===== src/rtl/alm_pkg.sv =====
package alm_pkg;
  localparam int NUM_FIELDS = 5;
  localparam int DW         = 8;
  localparam int DIS_BIT    = DW - 1;

  // significant bits per field: sec, min, hour, mday, wday
  function automatic logic [DW-1:0] field_mask(input int idx);
    case (idx)
      0, 1:    return 8'h7F;
      2, 3:    return 8'h3F;
      default: return 8'h07;
    endcase
  endfunction
endpackage


===== src/rtl/alm_regfile.sv =====
module alm_regfile
  import alm_pkg::*;
#(
  parameter int AW         = 5,
  parameter int ALARM_BASE = 10,
  parameter int CTRL_ADDR  = 1,
  parameter int FLAG_BIT   = 4,
  parameter int IE_BIT     = 1
) (
  input  logic                              clk_i,
  input  logic                              rst_ni,
  input  logic                              wr_en_i,
  input  logic [AW-1:0]                     addr_i,
  input  logic [DW-1:0]                     wdata_i,
  input  logic                              flag_i,
  output logic [NUM_FIELDS-1:0][DW-1:0]     alarm_o,
  output logic                              ie_o,
  output logic                              clr_req_o,
  output logic [DW-1:0]                     rdata_o
);
  localparam logic [AW-1:0] CTRL_A = AW'(CTRL_ADDR);

  logic [NUM_FIELDS-1:0][DW-1:0] alarm_q;
  logic                          ie_q;
  logic                          ctrl_wr;

  assign ctrl_wr = wr_en_i && (addr_i == CTRL_A);

  for (genvar i = 0; i < NUM_FIELDS; i++) begin : g_alarm
    localparam logic [AW-1:0] MY_A = AW'(ALARM_BASE + i);
    always_ff @(posedge clk_i or negedge rst_ni) begin
      if (!rst_ni)                          alarm_q[i] <= 8'h80;
      else if (wr_en_i && addr_i == MY_A)   alarm_q[i] <= wdata_i;
    end
  end

  always_ff @(posedge clk_i or negedge rst_ni) begin
    if (!rst_ni)      ie_q <= 1'b0;
    else if (ctrl_wr) ie_q <= wdata_i[IE_BIT];
  end

  assign clr_req_o = ctrl_wr && !wdata_i[FLAG_BIT];
  assign alarm_o   = alarm_q;
  assign ie_o      = ie_q;

  always_comb begin
    rdata_o = '0;
    if (addr_i == CTRL_A) begin
      rdata_o[FLAG_BIT] = flag_i;
      rdata_o[IE_BIT]   = ie_q;
    end
    for (int i = 0; i < NUM_FIELDS; i++)
      if (addr_i == AW'(ALARM_BASE + i)) rdata_o = alarm_q[i];
  end

  assert_alarm_hold_R2: assert property (@(posedge clk_i) disable iff (!rst_ni)
    !wr_en_i |=> $stable(alarm_q));
  assert_ie_hold_R9: assert property (@(posedge clk_i) disable iff (!rst_ni)
    !ctrl_wr |=> $stable(ie_q));
endmodule


===== src/rtl/alm_field_cmp.sv =====
module alm_field_cmp
  import alm_pkg::*;
(
  input  logic [NUM_FIELDS-1:0][DW-1:0] alarm_i,
  input  logic [NUM_FIELDS-1:0][DW-1:0] time_i,
  output logic                          hit_o
);
  logic [NUM_FIELDS-1:0] en, eq;

  for (genvar i = 0; i < NUM_FIELDS; i++) begin : g_cmp
    localparam logic [DW-1:0] MASK = field_mask(i);
    assign en[i] = !alarm_i[i][DIS_BIT];
    assign eq[i] = ((alarm_i[i] ^ time_i[i]) & MASK) == '0;
  end

  // a fully disabled alarm must not match every second
  assign hit_o = (|en) && (&(eq | ~en));
endmodule


===== src/rtl/alm_flag_ctrl.sv =====
module alm_flag_ctrl (
  input  logic clk_i,
  input  logic rst_ni,
  input  logic tick_i,
  input  logic hit_i,
  input  logic clr_req_i,
  output logic flag_o
);
  logic flag_q;

  always_ff @(posedge clk_i or negedge rst_ni) begin
    if (!rst_ni)               flag_q <= 1'b0;
    else if (tick_i && hit_i)  flag_q <= 1'b1;
    else if (clr_req_i)        flag_q <= 1'b0;
  end

  assign flag_o = flag_q;

  assert_flag_set_R5: assert property (@(posedge clk_i) disable iff (!rst_ni)
    (tick_i && hit_i) |=> flag_q);
  assert_flag_rise_R5: assert property (@(posedge clk_i) disable iff (!rst_ni)
    $rose(flag_q) |-> $past(tick_i && hit_i));
  assert_flag_sticky_R7: assert property (@(posedge clk_i) disable iff (!rst_ni)
    (flag_q && !clr_req_i) |=> flag_q);
endmodule


===== src/rtl/alm_match_top.sv =====
module alm_match_top
  import alm_pkg::*;
#(
  parameter int AW         = 5,
  parameter int ALARM_BASE = 10,
  parameter int CTRL_ADDR  = 1,
  parameter int FLAG_BIT   = 4,
  parameter int IE_BIT     = 1
) (
  input  logic          clk_i,
  input  logic          rst_ni,
  input  logic          tick_i,
  input  logic [DW-1:0] sec_i,
  input  logic [DW-1:0] min_i,
  input  logic [DW-1:0] hour_i,
  input  logic [DW-1:0] mday_i,
  input  logic [DW-1:0] wday_i,
  input  logic          wr_en_i,
  input  logic [AW-1:0] addr_i,
  input  logic [DW-1:0] wdata_i,
  output logic [DW-1:0] rdata_o,
  output logic          irq_no
);
  logic [NUM_FIELDS-1:0][DW-1:0] alarm, cal;
  logic                          ie, clr_req, hit, flag;
  logic [NUM_FIELDS-1:0]         dis;

  assign cal = {wday_i, mday_i, hour_i, min_i, sec_i};

  alm_regfile #(
    .AW(AW), .ALARM_BASE(ALARM_BASE), .CTRL_ADDR(CTRL_ADDR),
    .FLAG_BIT(FLAG_BIT), .IE_BIT(IE_BIT)
  ) u_regs (
    .clk_i, .rst_ni, .wr_en_i, .addr_i, .wdata_i,
    .flag_i(flag), .alarm_o(alarm), .ie_o(ie), .clr_req_o(clr_req),
    .rdata_o
  );

  alm_field_cmp u_cmp (.alarm_i(alarm), .time_i(cal), .hit_o(hit));

  alm_flag_ctrl u_flag (
    .clk_i, .rst_ni, .tick_i, .hit_i(hit), .clr_req_i(clr_req), .flag_o(flag)
  );

  assign irq_no = !(flag && ie);

  for (genvar i = 0; i < NUM_FIELDS; i++) begin : g_dis
    assign dis[i] = alarm[i][DIS_BIT];
  end

  assert_no_fire_all_off_R6: assert property (@(posedge clk_i) disable iff (!rst_ni)
    (&dis) |-> !hit);
  assert_irq_idle_R9: assert property (@(posedge clk_i) disable iff (!rst_ni)
    !flag |-> irq_no);
  assert_irq_masked_R9: assert property (@(posedge clk_i) disable iff (!rst_ni)
    !ie |-> irq_no);
endmodule


===== config.mk =====
export PLATFORM = sky130hd
export DESIGN_NAME = alm_match_top
export DESIGN_NICKNAME = d
export VERILOG_FILES = /design/src/rtl/alm_pkg.sv /design/src/rtl/alm_regfile.sv /design/src/rtl/alm_field_cmp.sv /design/src/rtl/alm_flag_ctrl.sv /design/src/rtl/alm_match_top.sv
export SDC_FILE = /design/constraint.sdc
export NUM_CORES = 1
export LEC_CHECK = 0
export BUFFER_PORTS_ARGS = -buffer_cell sky130_fd_sc_hd__buf_2
export CAP_MARGIN = 20
export CORE_MARGIN = 1
export CORE_UTILIZATION = 56
export DETAILED_ROUTE_END_ITERATION = 10
export GPL_TIMING_DRIVEN = 0
export PLACE_DENSITY = 0.83
export SYNTH_ARGS = -nofsm -noshare
export SYNTH_HDL_FRONTEND = slang
export SYNTH_SLANG_ARGS = --single-unit

===== constraint.sdc =====
create_clock -name clk_i -period 3.45 [get_ports clk_i]
set_input_delay 0.69 -clock clk_i [delete_from_list [all_inputs] [get_ports clk_i]]
set_output_delay 0.69 -clock clk_i [all_outputs]
set_load 0.01 [all_outputs]

; Word level (Yosys, flattened, before mapping)
; Index checks and enable logic that the tools add are counted.
[classes]
bitwise = 7
mux = 9
reduce_logical = 25
n_eq_ne = 6
[ops]
columns = cell, count
row1 = 8-bit logical NOT, 5
row2 = 8-bit two-way mux, 5
row3 = 5-bit by 4-bit == test with 1-bit output (second input constant), 5
row4 = 7-bit bitwise XOR, 2
row5 = 6-bit bitwise XOR, 2
row6 = 1-bit logical AND, 10
row7 = 1-bit logical NOT, 7
row8 = 5-bit by 1-bit == test with 1-bit output (second input constant), 1
row9 = 5-bit inverter, 1
row10 = 5-bit OR, 1
row11 = 5-bit AND reduction, 1
row12 = 5-bit OR reduction, 1
row13 = 1-bit two-way mux, 4
row14 = 3-bit bitwise XOR, 1
row15 = 2-bit nonzero test, 1
[totals]
out_inout_bits = 9
wordCells = 54
input_bits = 57
regBits = 42

; Logic depth before layout (Yosys ltp)
; Gate-level depths: netlist (run 1).
[depth]
word_depth = 7
ltp_mapped = 6
depth_no_buf = 5

; Hierarchy
; A second synthesis (run 1) with hierarchy kept.
[hier_totals]
hier_cells = 212
area_unflattened_um2 = 2434.8
[modules_own_cells]
columns = module, area_per_inst_um2, cells_each, instances, seq_area_each_um2
row1 = alm_regfile, 2053.2, 165, 1, 1032.2
row2 = alm_field_cmp, 336.6, 42, 1, 0.0
row3 = alm_flag_ctrl, 41.3, 4, 1, 25.0
row4 = alm_match_top, 3.8, 1, 1, 0.0

; Worst setup path after synthesis (run 1)
; No wires, ideal clock.
[synth_timing]
path_kind = input-to-output
start = input port addr_i[2]
end = output port rdata_o[1]
path_buffers = 1
stages = 5
slack_ns = 1.004
t_arrival_ns = 1.756
cell_sequence = buf_4 > nor4_1 > o2bb2ai_1 > a21oi_1 > o21ai_0
[synth_via]
elab_chain_len = 7
[synth_rtl]
columns = element, line_no
row1 = from (decl), alm_match_top.sv:19  ; input logic [AW-1:0] addr_i,
row2 = 5-bit by 1-bit == test with 1-bit output, alm_regfile.sv:48  ; if (addr_i == CTRL_A) begin
row3 = 1-bit two-way mux, alm_regfile.sv:48
row4 = 8-bit two-way mux (4 in series), alm_regfile.sv:53  ; if (addr_i == AW'(ALARM_BASE + i)) rdata_o = alarm_q[i];
row5 = 8-bit two-way mux *, alm_regfile.sv:53
row6 = to (decl), alm_match_top.sv:21  ; output logic [DW-1:0] rdata_o,
; Mark *: on every way between the ends. The rest lies on a longest branch, timed or not.

; Worst setup path in the final report (run 1)
[layout_timing]
start = input port addr_i[0]
end = output port rdata_o[0]
[layout_via]
elab_chain_len = 6
[layout_rtl]
columns = element, line_no
row1 = 5-bit by 4-bit == test with 1-bit output, alm_regfile.sv:53
row2 = 8-bit two-way mux (4 in series), alm_regfile.sv:53
row3 = 8-bit two-way mux *, alm_regfile.sv:53
; Marks and branches as above.

==> results.py, run 1 <==
metrics = {
    "detailed_routing": {
        "firstDrtPassIters": 4,
        "detail_route.wl_per_cell_microns": 17.90,
        "vias_per_cell": 5.672,
        "wirelength_microns": 5514,
        "antenna_left": 0,
        "drt_iter0_drc": 112,
        "drc": 0,
        "vias": 1747,
    },
    "clocking": {
        "cts_tree": "built",
        "postCtsResizedCells": 0,
        "cts.reportedPaths.clkPinSlew_ns": 0.08,
        "cts_root_buf": "clkbuf_8",
        "clkLatencyLatePin_ns": 0.30,
        "numCtsBuffers": 5,
        "cts_sinks": 42,
        "cts_buffer_depth": 2,
        "htreeDepth": 2,
        "postCtsSetupBuffers": 0,
        "hold_buffers": 0,
    },
    "critical_path": {
        "cp.required_ns": 2.76,
        "arrival_ns": 2.12,
        "worstSetupPathType": "input port to primary output",
        "end_kind": "primary output",
        "critPathLaunchType": "input port",
        "crit_fanout": 10,
    },
    "cells_and_area": {
        "insertedDiodeCount": 0,
        "area_delta_synth_final_pct": 17.36,
        "fillCellCount": 315,
        "drive_gt1_share_pct": 46.90,
        "seqCellArea_sq_um": 1057,
        "multi_input_area_sq_um": 1265,
        "instances_no_fill": 308,
        "fin_nets": 314,
    },
    "synthesis": {
        "ys_ff_latch": 42,
        "postSynthCellCount": 199,
        "synthesis.area_sq_um": 2357,
        "synth_ff_type": "dfrtp_1",
        "synth_enable_flop_cells": 0,
        "synth_warnings": 0,
        "synthArstFlopShare_pct": 100.0,
        "mappedNetlistNets": 256,
        "syn_avg_cell_area_sq_um": 11.85,
        "ys_types": 36,
        "synth-seq-area-share_pct": 44.85,
    },
    "timing": {
        "finalHoldViolCount": 0,
        "fmax_mhz": 356.5,
        "setup_viol": 0,
        "maxSlewViolCount": 0,
        "min_period_ns": 2.805,
        "fin_hold_ws_ns": 0.5139,
        "finClkSkew_ns": 0.006226,
        "tns_ns": 0,
        "rsz0062_at_grt": "no",
        "timing.final.crit_share_pct": 81.31,
        "worst_pin_slew_ns": 0.9223,
        "slew_headroom_pct": 38.52,
    },
    "power_and_ir_drop": {
        "peakVddDrop_v": 0.0002591,
        "p_leak_nw": 1.315,
        "total_power_w": 0.001287,
        "p_per_area_nw_per_um2": 465.1,
    },
    "global_routing": {
        "grt_pass1_vias": 1762,
        "antenna_found_initial": 0,
        "grt_pass1_wl_microns": 8631,
        "overflow": 0,
        "grt_max_degree": 43,
        "grt_usage_pct": 27.71,
    },
    "floorplan": {
        "die-width_microns": 66.88,
        "dieArea_sq_um": 4473,
        "die_h_microns": 66.88,
        "core_area_sq_um": 4029,
        "start_util_pct": 58.51,
        "rows": 23,
        "io_pins": 66,
    },
    "outcome": {
        "status": "finished clean",
    },
    "place": {
        "dp_hpwl_microns": 4058,
        "port_buffers": 51,
        "globalplace.congestion": 0.8515,
        "dp_cells": 300,
    },
    "hold_path": {
        "hold_class": "register to register",
    },
    "run": {
        "maxCapViolations": 0,
    },
}
critical path, stage by stage:
cell and delay, ns:
buf_4 0.15, clkbuf_1 0.48, mux2_2 0.41, a22oi_1 0.18, nand2_1 0.06, buf_2 0.14
placed cells by master (no fill, tap or decap), drive strengths merged, types with 6 or more instances in the layout:
| master | count |
|---|---|
| clkbuf | 8 |
| buf | 55 |
| nor2 | 6 |
| a22oi | 9 |
| xnor2 | 12 |
| mux2 | 44 |
| o21ai | 7 |
| xor2 | 17 |
| dfrtp | 37 |
| nand2 | 19 |
per-layer routing:
metal / up-vias / part of all wire (%) / GRT usage (%)
met5: - / 0 / 0
met4: 0 / 1.1 / 10.37
met3: 7 / 4.4 / 5.308
met2: 50 / 50 / 46.09
met1: 853 / 44 / 35.51
li1: 837 / - / -
path summary, 6_finish.rpt:
kind	start	end	slack [ns]	depth (start not counted)
max	addr_i[0]	rdata_o[0]	0.64	6
min	u_regs.alarm_o[37]	u_regs.alarm_o[37]	0.51	1
max reg2reg	u_regs.alarm_o[24]	u_flag.flag_o	1.72	4
min reg2reg	u_regs.alarm_o[37]	u_regs.alarm_o[37]	0.51	1
max in group asynchronous	rst_ni	u_regs.alarm_o[19]	2.34	1
min in group asynchronous	rst_ni	u_regs.alarm_o[38]	0.53	1
state kept, by name (all words and copies together), names as in the netlist:
register        flops
u_regs.alarm_o     40
u_regs.ie_o         1
u_flag.flag_o       1
area by class of cell:
class                           count  area share (%)
Buffer                              5           1.131
Clock buffer                        7           3.121
Clock inverter                      1          0.1809
Inverter                            1          0.1357
Multi-Input combinational cell    151           45.73
Sequential cell                    42           38.22
Tap cell                           50           2.261
Timing Repair Buffer               51           9.227
Yosys cell counts, types with 2 or more instances:
cell        n  share of area (%)
o21ai_0     7                1.5
o41ai_1     2               0.74
a21oi_1     3               0.64
nor3_1      2               0.42
nand4_1     3               0.80
o21a_1      2               0.64
a31oi_1     2               0.53
nor2_1      5               0.80
dfrtp_1    37                 39
dfstp_2     5                5.6
nand2b_1    2               0.53
nor4_1      5                1.3
nand2_2     3               0.80
xor2_1     17                6.3
nand2_1    15                2.4
mux2_2     44                 21
nor2b_1     2               0.53
a22oi_1     9                2.9
o2bb2ai_1   4                1.5
xnor2_1    12                4.5
buf_4       3               0.96
cell families (layout without fill, tap and decap cells):
logic type      after synthesis  after routing  synth area share (%)
buf+inv                       6             65                 1.486
flops                        42             42                 44.85
compound gates               32             32                 9.394
mux                          44             44                 21.02
xor+xnor                     29             29                 10.77
simple gates                 46             46                 12.47
report_power, final:
group	internal (W)	leakage, nW	switching, W
clock	0.000162	0.0482	0.000167
sequential	0.000596	0.526	0.0000856
combinational	0.000158	0.740	0.000120
through the flow:
| stage | util, % | worst slack [ns] | instance area (sq um) |
|---|---|---|---|
| after floorplan | - | 1.004 | 2357 |
| after global placement | 66.40 | 0.7031 | 2675 |
| after detailed placement | 66.40 | 0.6604 | 2675 |
| after CTS | 68.66 | 0.6587 | 2766 |
| after global routing | 68.66 | 0.5698 | 2766 |
| final | 68.66 | 0.6448 | 2766 |
Note: power is estimated with default switching activity, not from simulation.
==> inputs of run 2 (changes only) <==
--- a/config.mk
+++ b/config.mk
@@ -5,13 +5,14 @@
 export SDC_FILE = /design/constraint.sdc
 export NUM_CORES = 1
 export LEC_CHECK = 0
+export ABC_AREA = 1
 export BUFFER_PORTS_ARGS = -buffer_cell sky130_fd_sc_hd__buf_2
 export CAP_MARGIN = 20
 export CORE_MARGIN = 1
-export CORE_UTILIZATION = 56
+export CORE_UTILIZATION = 48
 export DETAILED_ROUTE_END_ITERATION = 10
 export GPL_TIMING_DRIVEN = 0
-export PLACE_DENSITY = 0.83
+export PLACE_DENSITY = 0.75
 export SYNTH_ARGS = -nofsm -noshare
 export SYNTH_HDL_FRONTEND = slang
 export SYNTH_SLANG_ARGS = --single-unit
==> constraint.sdc (replaced) <==
create_clock -name clk_i -period 2.49 [get_ports clk_i]
set_input_delay 0.498 -clock clk_i [delete_from_list [all_inputs] [get_ports clk_i]]
set_output_delay 0.498 -clock clk_i [all_outputs]
set_load 0.01 [all_outputs]
==> run 2 against run 1 <==
Compared with the run above:
- global-route usage down 3.7 points
- sequential power grew 37%
- clock skew barely moved
==> results.py, run 2 <==
metrics = {
    "outcome": {
        "status": "finished clean",
    },
    "clocking": {
        "postCtsSetupBuffers": 0,
        "cts.reportedPaths.clkPinSlew_ns": 0.09,
        "cts_root_buf": "clkbuf_8",
        "numCtsBuffers": 5,
        "htreeDepth": 2,
        "hold_buffers": 0,
        "cts_sinks": 42,
        "clkLatencyLatePin_ns": 0.29,
        "postCtsResizedCells": 0,
        "cts_tree": "built",
        "cts_buffer_depth": 2,
    },
    "critical_path": {
        "slowest_delay_ns": 0.48,
        "crit_path_top_delay_cell": "nor4_1",
        "crit_path_frequent_cell": "buf_2",
        "critical_path.top_delay_family": "simple AND/OR/NAND/NOR gates",
        "end_kind": "primary output",
        "crit_fanout": 4,
        "arrival_ns": 1.77,
        "cp.required_ns": 1.99,
        "critPathLaunchType": "input port",
        "worstSetupPathType": "input port to primary output",
        "path_cells": "buf_2 > inv_1 > nand2_2 > nor4_1 > nand2_1 > o21ai_0 > nor2_1 > nand4_1 > buf_2",
        "path_buf_inv": 3,
    },
    "detailed_routing": {
        "vias_per_cell": 4.850,
        "detail_route.wl_per_cell_microns": 12.49,
        "antenna_left": 0,
        "drc": 0,
        "wirelength_microns": 5832,
        "vias": 2265,
        "firstDrtPassIters": 5,
        "drt_iter0_drc": 167,
    },
    "synthesis": {
        "synth_enable_flop_cells": 0,
        "synth_common_cells": "nand2_1 (119), inv_1 (46), dfrtp_1 (37)",
        "synthArstFlopShare_pct": 100.0,
        "ys_top_cells_by_area": "dfrtp_1 (37%), nand2_1 (18%), inv_1 (7.0%), dfstp_2 (5.3%), o21ai_2 (5.3%)",
        "synth_warnings": 0,
        "syn_avg_cell_area_sq_um": 7.337,
        "synth-seq-area-share_pct": 42.63,
        "synth.top_cell.area_share_pct": 37.34,
        "yosys.area.top_type": "dfrtp_1",
        "synth_ff_type": "dfrtp_1",
        "ys_ff_latch": 42,
        "ys_types": 26,
        "yosys.cell_count.top_type": "nand2_1",
        "mappedNetlistNets": 395,
        "postSynthCellCount": 338,
        "synthesis.area_sq_um": 2480,
    },
    "cells_and_area": {
        "fin_nets": 456,
        "largest_reg_flops": 40,
        "drive_gt1_share_pct": 25.75,
        "fillCellCount": 462,
        "final_common_cell": "nand2_1",
        "most-common-layout-cells": "nand2_1 (119), buf_2 (57), inv_1 (46)",
        "insertedDiodeCount": 0,
        "area_delta_synth_final_pct": 18.72,
        "final_util_pct": 60.72,
    },
    "global_routing": {
        "grt_pass1_vias": 2157,
        "overflow": 0,
        "antenna_found_initial": 0,
        "grt_max_degree": 43,
        "grt_pass1_wl_microns": 9791,
        "grt_usage_pct": 24.05,
    },
    "timing": {
        "fmax_mhz": 440.1,
        "timing.final.crit_share_pct": 91.25,
        "setup_viol": 0,
        "finalHoldViolCount": 0,
        "min_period_ns": 2.272,
        "rsz0062_at_grt": "no",
        "fin_hold_ws_ns": 0.3476,
        "fin_ws_ns": 0.2179,
        "slew_headroom_pct": 37.19,
        "tns_ns": 0,
        "maxSlewViolCount": 0,
        "finClkSkew_ns": 0.006629,
        "worst_pin_slew_ns": 0.9421,
    },
    "run": {
        "maxCapViolations": 0,
    },
    "power_and_ir_drop": {
        "total_power_w": 0.001877,
        "p_per_area_nw_per_um2": 637.5,
        "p_leak_nw": 1.575,
        "peakVddDrop_v": 0.0005165,
    },
    "hold_path": {
        "hold_class": "input port to asynchronous set/reset pin",
    },
    "floorplan": {
        "start_util_pct": 51.15,
        "rows": 25,
        "die_h_microns": 73.88,
        "core_area_sq_um": 4848,
        "dieArea_sq_um": 5458,
        "io_pins": 66,
        "die-width_microns": 73.88,
    },
    "place": {
        "pre_cts_ws_ns": 0.2135,
        "globalplace.congestion": 0.8280,
        "port_buffers": 54,
        "dp_hpwl_microns": 4469,
    },
}
==> run 2: cell type report <==
| class | count | area [sq um] | share of cell area, % |
|---|---|---|---|
| clock buffers | 6 | 72.57 | 2.465 |
| plain buffers | 5 | 37.54 | 1.275 |
| inverters | 49 | 183.9 | 6.247 |
| well taps | 67 | 83.83 | 2.847 |
| clock inverters | 2 | 37.54 | 1.275 |
| flip-flops and latches | 42 | 1057 | 35.91 |
| multi-input cells | 242 | 1201 | 40.80 |
| repair buffers | 54 | 270.3 | 9.180 |
==> run 2: cell families after synthesis <==
| family | count (synthesis) | share of synthesized area, % |
|---|---|---|
| xor+xnor | 11 | 3.885 |
| compound gates | 61 | 14.99 |
| simple gates | 170 | 29.57 |
| buf+inv | 54 | 8.930 |
| flops | 42 | 42.63 |
==> run 2: stage by stage <==
stage,instances,instance area [sq um]
finish,467,2944
global route,467,2944
CTS,467,2944
detailed placement,459,2834
global placement,459,2834
floorplan,338,2480
==> run 2: where the power goes <==
group	switching, W	total, W	leakage [nW]	internal (W)
clock	0.000237	0.000537	0.0514	0.000299
combinational	0.000229	0.000410	0.994	0.000181
sequential	0.000111	0.000931	0.530	0.000820
total	0.000577	0.00188	1.57	0.00130
==> run 2: layer usage <==
layer	wire [microns]	up-vias	GRT usage (%)
li1	-	1182	-
met1	2723	1018	32.45
met2	2805	61	41.28
met3	258	4	2.469
met4	44	0	6.197
met5	0	-	0
==> run 2: final timing paths <==
path / cells after the start / to / slack [ns] / start
max in group asynchronous: 1 / u_regs.ie_o / 1.55 / rst_ni
worst min register to register: 2 / u_regs.alarm_o[22] / 0.49 / u_regs.alarm_o[22]
worst min-delay path: 1 / u_regs.alarm_o[35] / 0.35 / rst_ni
worst max register to register: 6 / u_flag.flag_o / 1.21 / u_regs.alarm_o[27]
worst max-delay path: 9 / rdata_o[1] / 0.22 / addr_i[1]
min in group clk_i: 2 / u_regs.alarm_o[22] / 0.49 / u_regs.alarm_o[22]
==> inputs of run 3 (changes only) <==
--- a/config.mk
+++ b/config.mk
@@ -8,11 +8,13 @@
 export ABC_AREA = 1
 export BUFFER_PORTS_ARGS = -buffer_cell sky130_fd_sc_hd__buf_2
 export CAP_MARGIN = 20
+export CORE_ASPECT_RATIO = 0.7
 export CORE_MARGIN = 1
-export CORE_UTILIZATION = 48
+export CORE_UTILIZATION = 49
+export CTS_BUF_LIST = sky130_fd_sc_hd__clkbuf_2
 export DETAILED_ROUTE_END_ITERATION = 10
 export GPL_TIMING_DRIVEN = 0
-export PLACE_DENSITY = 0.75
+export PLACE_DENSITY = 0.76
 export SYNTH_ARGS = -nofsm -noshare
 export SYNTH_HDL_FRONTEND = slang
 export SYNTH_SLANG_ARGS = --single-unit
==> run 3 against run 2 <==
Compared with the run above:
- clock power decreased by 45%
- non-clock buffer count did not move
- core utilization fell by 1.3 points
- final area down 2.3%
- routed wire length is 0.89% higher
- worst hold slack lost 0.20 ns
- clock skew increased by 0.014 ns
- critical path type unchanged
- largest cell class unchanged
- first-iteration DRC count fell by 28%
==> results.py, run 3 (synthesis gave the netlist of run 2 again) <==
metrics = {
    "place": {
        "globalplace.congestion": 0.8589,
        "dp_cells": 461,
        "pre_cts_ws_ns": 0.2265,
        "placed_cell_area_sq_um": 2836,
        "port_buffers": 54,
        "dp_hpwl_microns": 4566,
    },
    "critical_path": {
        "end_kind": "primary output",
        "critPathLaunch": "addr_i[1]",
        "arrival_ns": 1.80,
        "rr_endpoint": "u_flag.flag_o",
        "r2r_cells": 6,
        "critPathLaunchType": "input port",
        "crit_fanout": 4,
        "endpoint": "rdata_o[1]",
        "cp.required_ns": 1.99,
        "r2r_start": "u_regs.alarm_o[27]",
        "worstSetupPathType": "input port to primary output",
        "rrSetupSlack_ns": 1.20,
    },
    "outcome": {
        "status": "finished clean",
    },
    "cells_and_area": {
        "area_delta_synth_final_pct": 15.94,
        "fin_nets": 456,
        "instances_no_fill": 469,
        "final_util_pct": 59.47,
        "drive_gt1_share_pct": 25.75,
        "largest_reg_flops": 40,
        "insertedDiodeCount": 0,
        "fillCellCount": 478,
        "most-common-layout-cells": "nand2_1 (119), buf_2 (57), inv_1 (46)",
        "design_area_sq_um": 2875,
        "final_common_cell": "nand2_1",
    },
    "detailed_routing": {
        "firstDrtPassIters": 4,
        "drc": 0,
        "wirelength_microns": 5884,
        "antenna_left": 0,
        "vias_per_cell": 4.891,
        "drt_iter0_drc": 121,
        "detail_route.wl_per_cell_microns": 12.55,
        "vias": 2294,
    },
    "timing": {
        "slew_headroom_pct": 39.29,
        "maxSlewViolCount": 0,
        "fmax_mhz": 434.8,
        "tns_ns": 0,
        "min_period_ns": 2.300,
        "rsz0062_at_grt": "no",
        "fin_ws_ns": 0.1901,
        "setup_viol": 0,
        "finalHoldViolCount": 0,
        "timing.final.crit_share_pct": 92.37,
        "finClkSkew_ns": 0.02094,
        "worst_pin_slew_ns": 0.9107,
    },
    "global_routing": {
        "grt_pass1_wl_microns": 9094,
        "antenna_found_initial": 0,
        "overflow": 0,
        "grt_max_degree": 43,
        "grt_pass1_vias": 1993,
        "grt_usage_pct": 23.37,
    },
    "run": {
        "maxCapViolations": 0,
    },
    "clocking": {
        "numCtsBuffers": 5,
        "cts.reportedPaths.clkPinSlew_ns": 0.22,
        "cts_tree": "built",
        "clkLatencyLatePin_ns": 0.44,
        "cts_root_buf": "clkbuf_2",
        "htreeDepth": 2,
        "postCtsSetupBuffers": 0,
        "cts_sinks": 42,
        "hold_buffers": 0,
        "cts_buffer_depth": 2,
        "postCtsResizedCells": 0,
    },
    "floorplan": {
        "dieArea_sq_um": 5354,
        "start_util_pct": 51.29,
        "rows": 21,
        "die-width_microns": 87.03,
        "io_pins": 66,
        "core_area_sq_um": 4835,
        "die_h_microns": 61.52,
    },
    "power_and_ir_drop": {
        "p_seq_share_pct": 56.6,
        "p_per_area_nw_per_um2": 569.9,
        "p_leak_nw": 1.554,
        "pwr-share-comb_pct": 25.2,
        "intPower_w": 0.001068,
        "clockPowerShare_pct": 18.2,
        "p_switching_w": 0.0005704,
        "swShare_pct": 34.81,
        "peakVddDrop_v": 0.0002813,
    },
    "hold_path": {
        "hold_class": "input port to asynchronous set/reset pin",
    },
}
[run 3: changes by cell type in the layout (fill, tap and decap cells not counted), sizes merged]
| cell | previous run | this run |
|---|---|---|
| bufinv | 1 | 0 |
| clkinv | 0 | 2 |
| clkinvlp | 1 | 0 |
[run 3: worst min path at each step]
stage          depth (start not counted)          startpoint                 end
2_1_floorplan                          0              rst_ni       u_flag.flag_o
4_1_cts                                1              rst_ni  u_regs.alarm_o[27]
6_report                               1              rst_ni  u_regs.alarm_o[27]
3_5_place_dp                           2  u_regs.alarm_o[37]  u_regs.alarm_o[37]
3_3_place_gp                           2  u_regs.alarm_o[37]  u_regs.alarm_o[37]
5_1_grt                                1              rst_ni  u_regs.alarm_o[19]
[run 3: worst max-delay path: stages]
cell and delay [ns]:
buf_2 0.10, inv_1 0.13, nand2_2 0.10, nor4_1 0.51, nand2_1 0.10, o21ai_0 0.10, nor2_1 0.07, nand4_1 0.07
buf_2 0.13
[run 3: final cells by class]
class                   count  area [sq um]  share of cell area, %
flip-flops and latches     42          1057                  36.77
well taps                  69         86.33                  3.003
repair buffers             54         270.3                  9.399
clock buffers               6         30.03                  1.044
plain buffers               5         37.54                  1.305
clock inverters             2         8.758                 0.3046
inverters                  49         183.9                  6.397
multi-input cells         242          1201                  41.78
[run 3: per-stage QoR]
step / total power (W) / hold WS (ns)
final: 0.001639 / 0.1485
after global routing: 0.001743 / 0.2407
after CTS: 0.001643 / 0.1895
after detailed placement: 0.001352 / 0.4756
after global placement: 0.001335 / 0.4647
after floorplan: 0.001204 / 0.2024
[run 3: power by group through the flow]
| stage | Sequential [W] | Combinational (W) | Clock, W |
|---|---|---|---|
| final | 0.000927 | 0.000413 | 0.000298 |
| after CTS | 0.000926 | 0.000415 | 0.000302 |
| after detailed placement | 0.000940 | 0.000412 | 0 |
| after floorplan | 0.000914 | 0.000290 | 0 |
| after global routing | 0.000947 | 0.000479 | 0.000317 |
| after global placement | 0.000935 | 0.000400 | 0 |
[run 3: layer usage]
layer  track usage [%]  up-vias  part of all wire, %
met2             36.33       62                   42
met1             33.05     1037                   51
met5                 0        -                    0
li1                  -     1185                    -
met3             4.155       10                  5.5
met4             9.048        0                  1.7
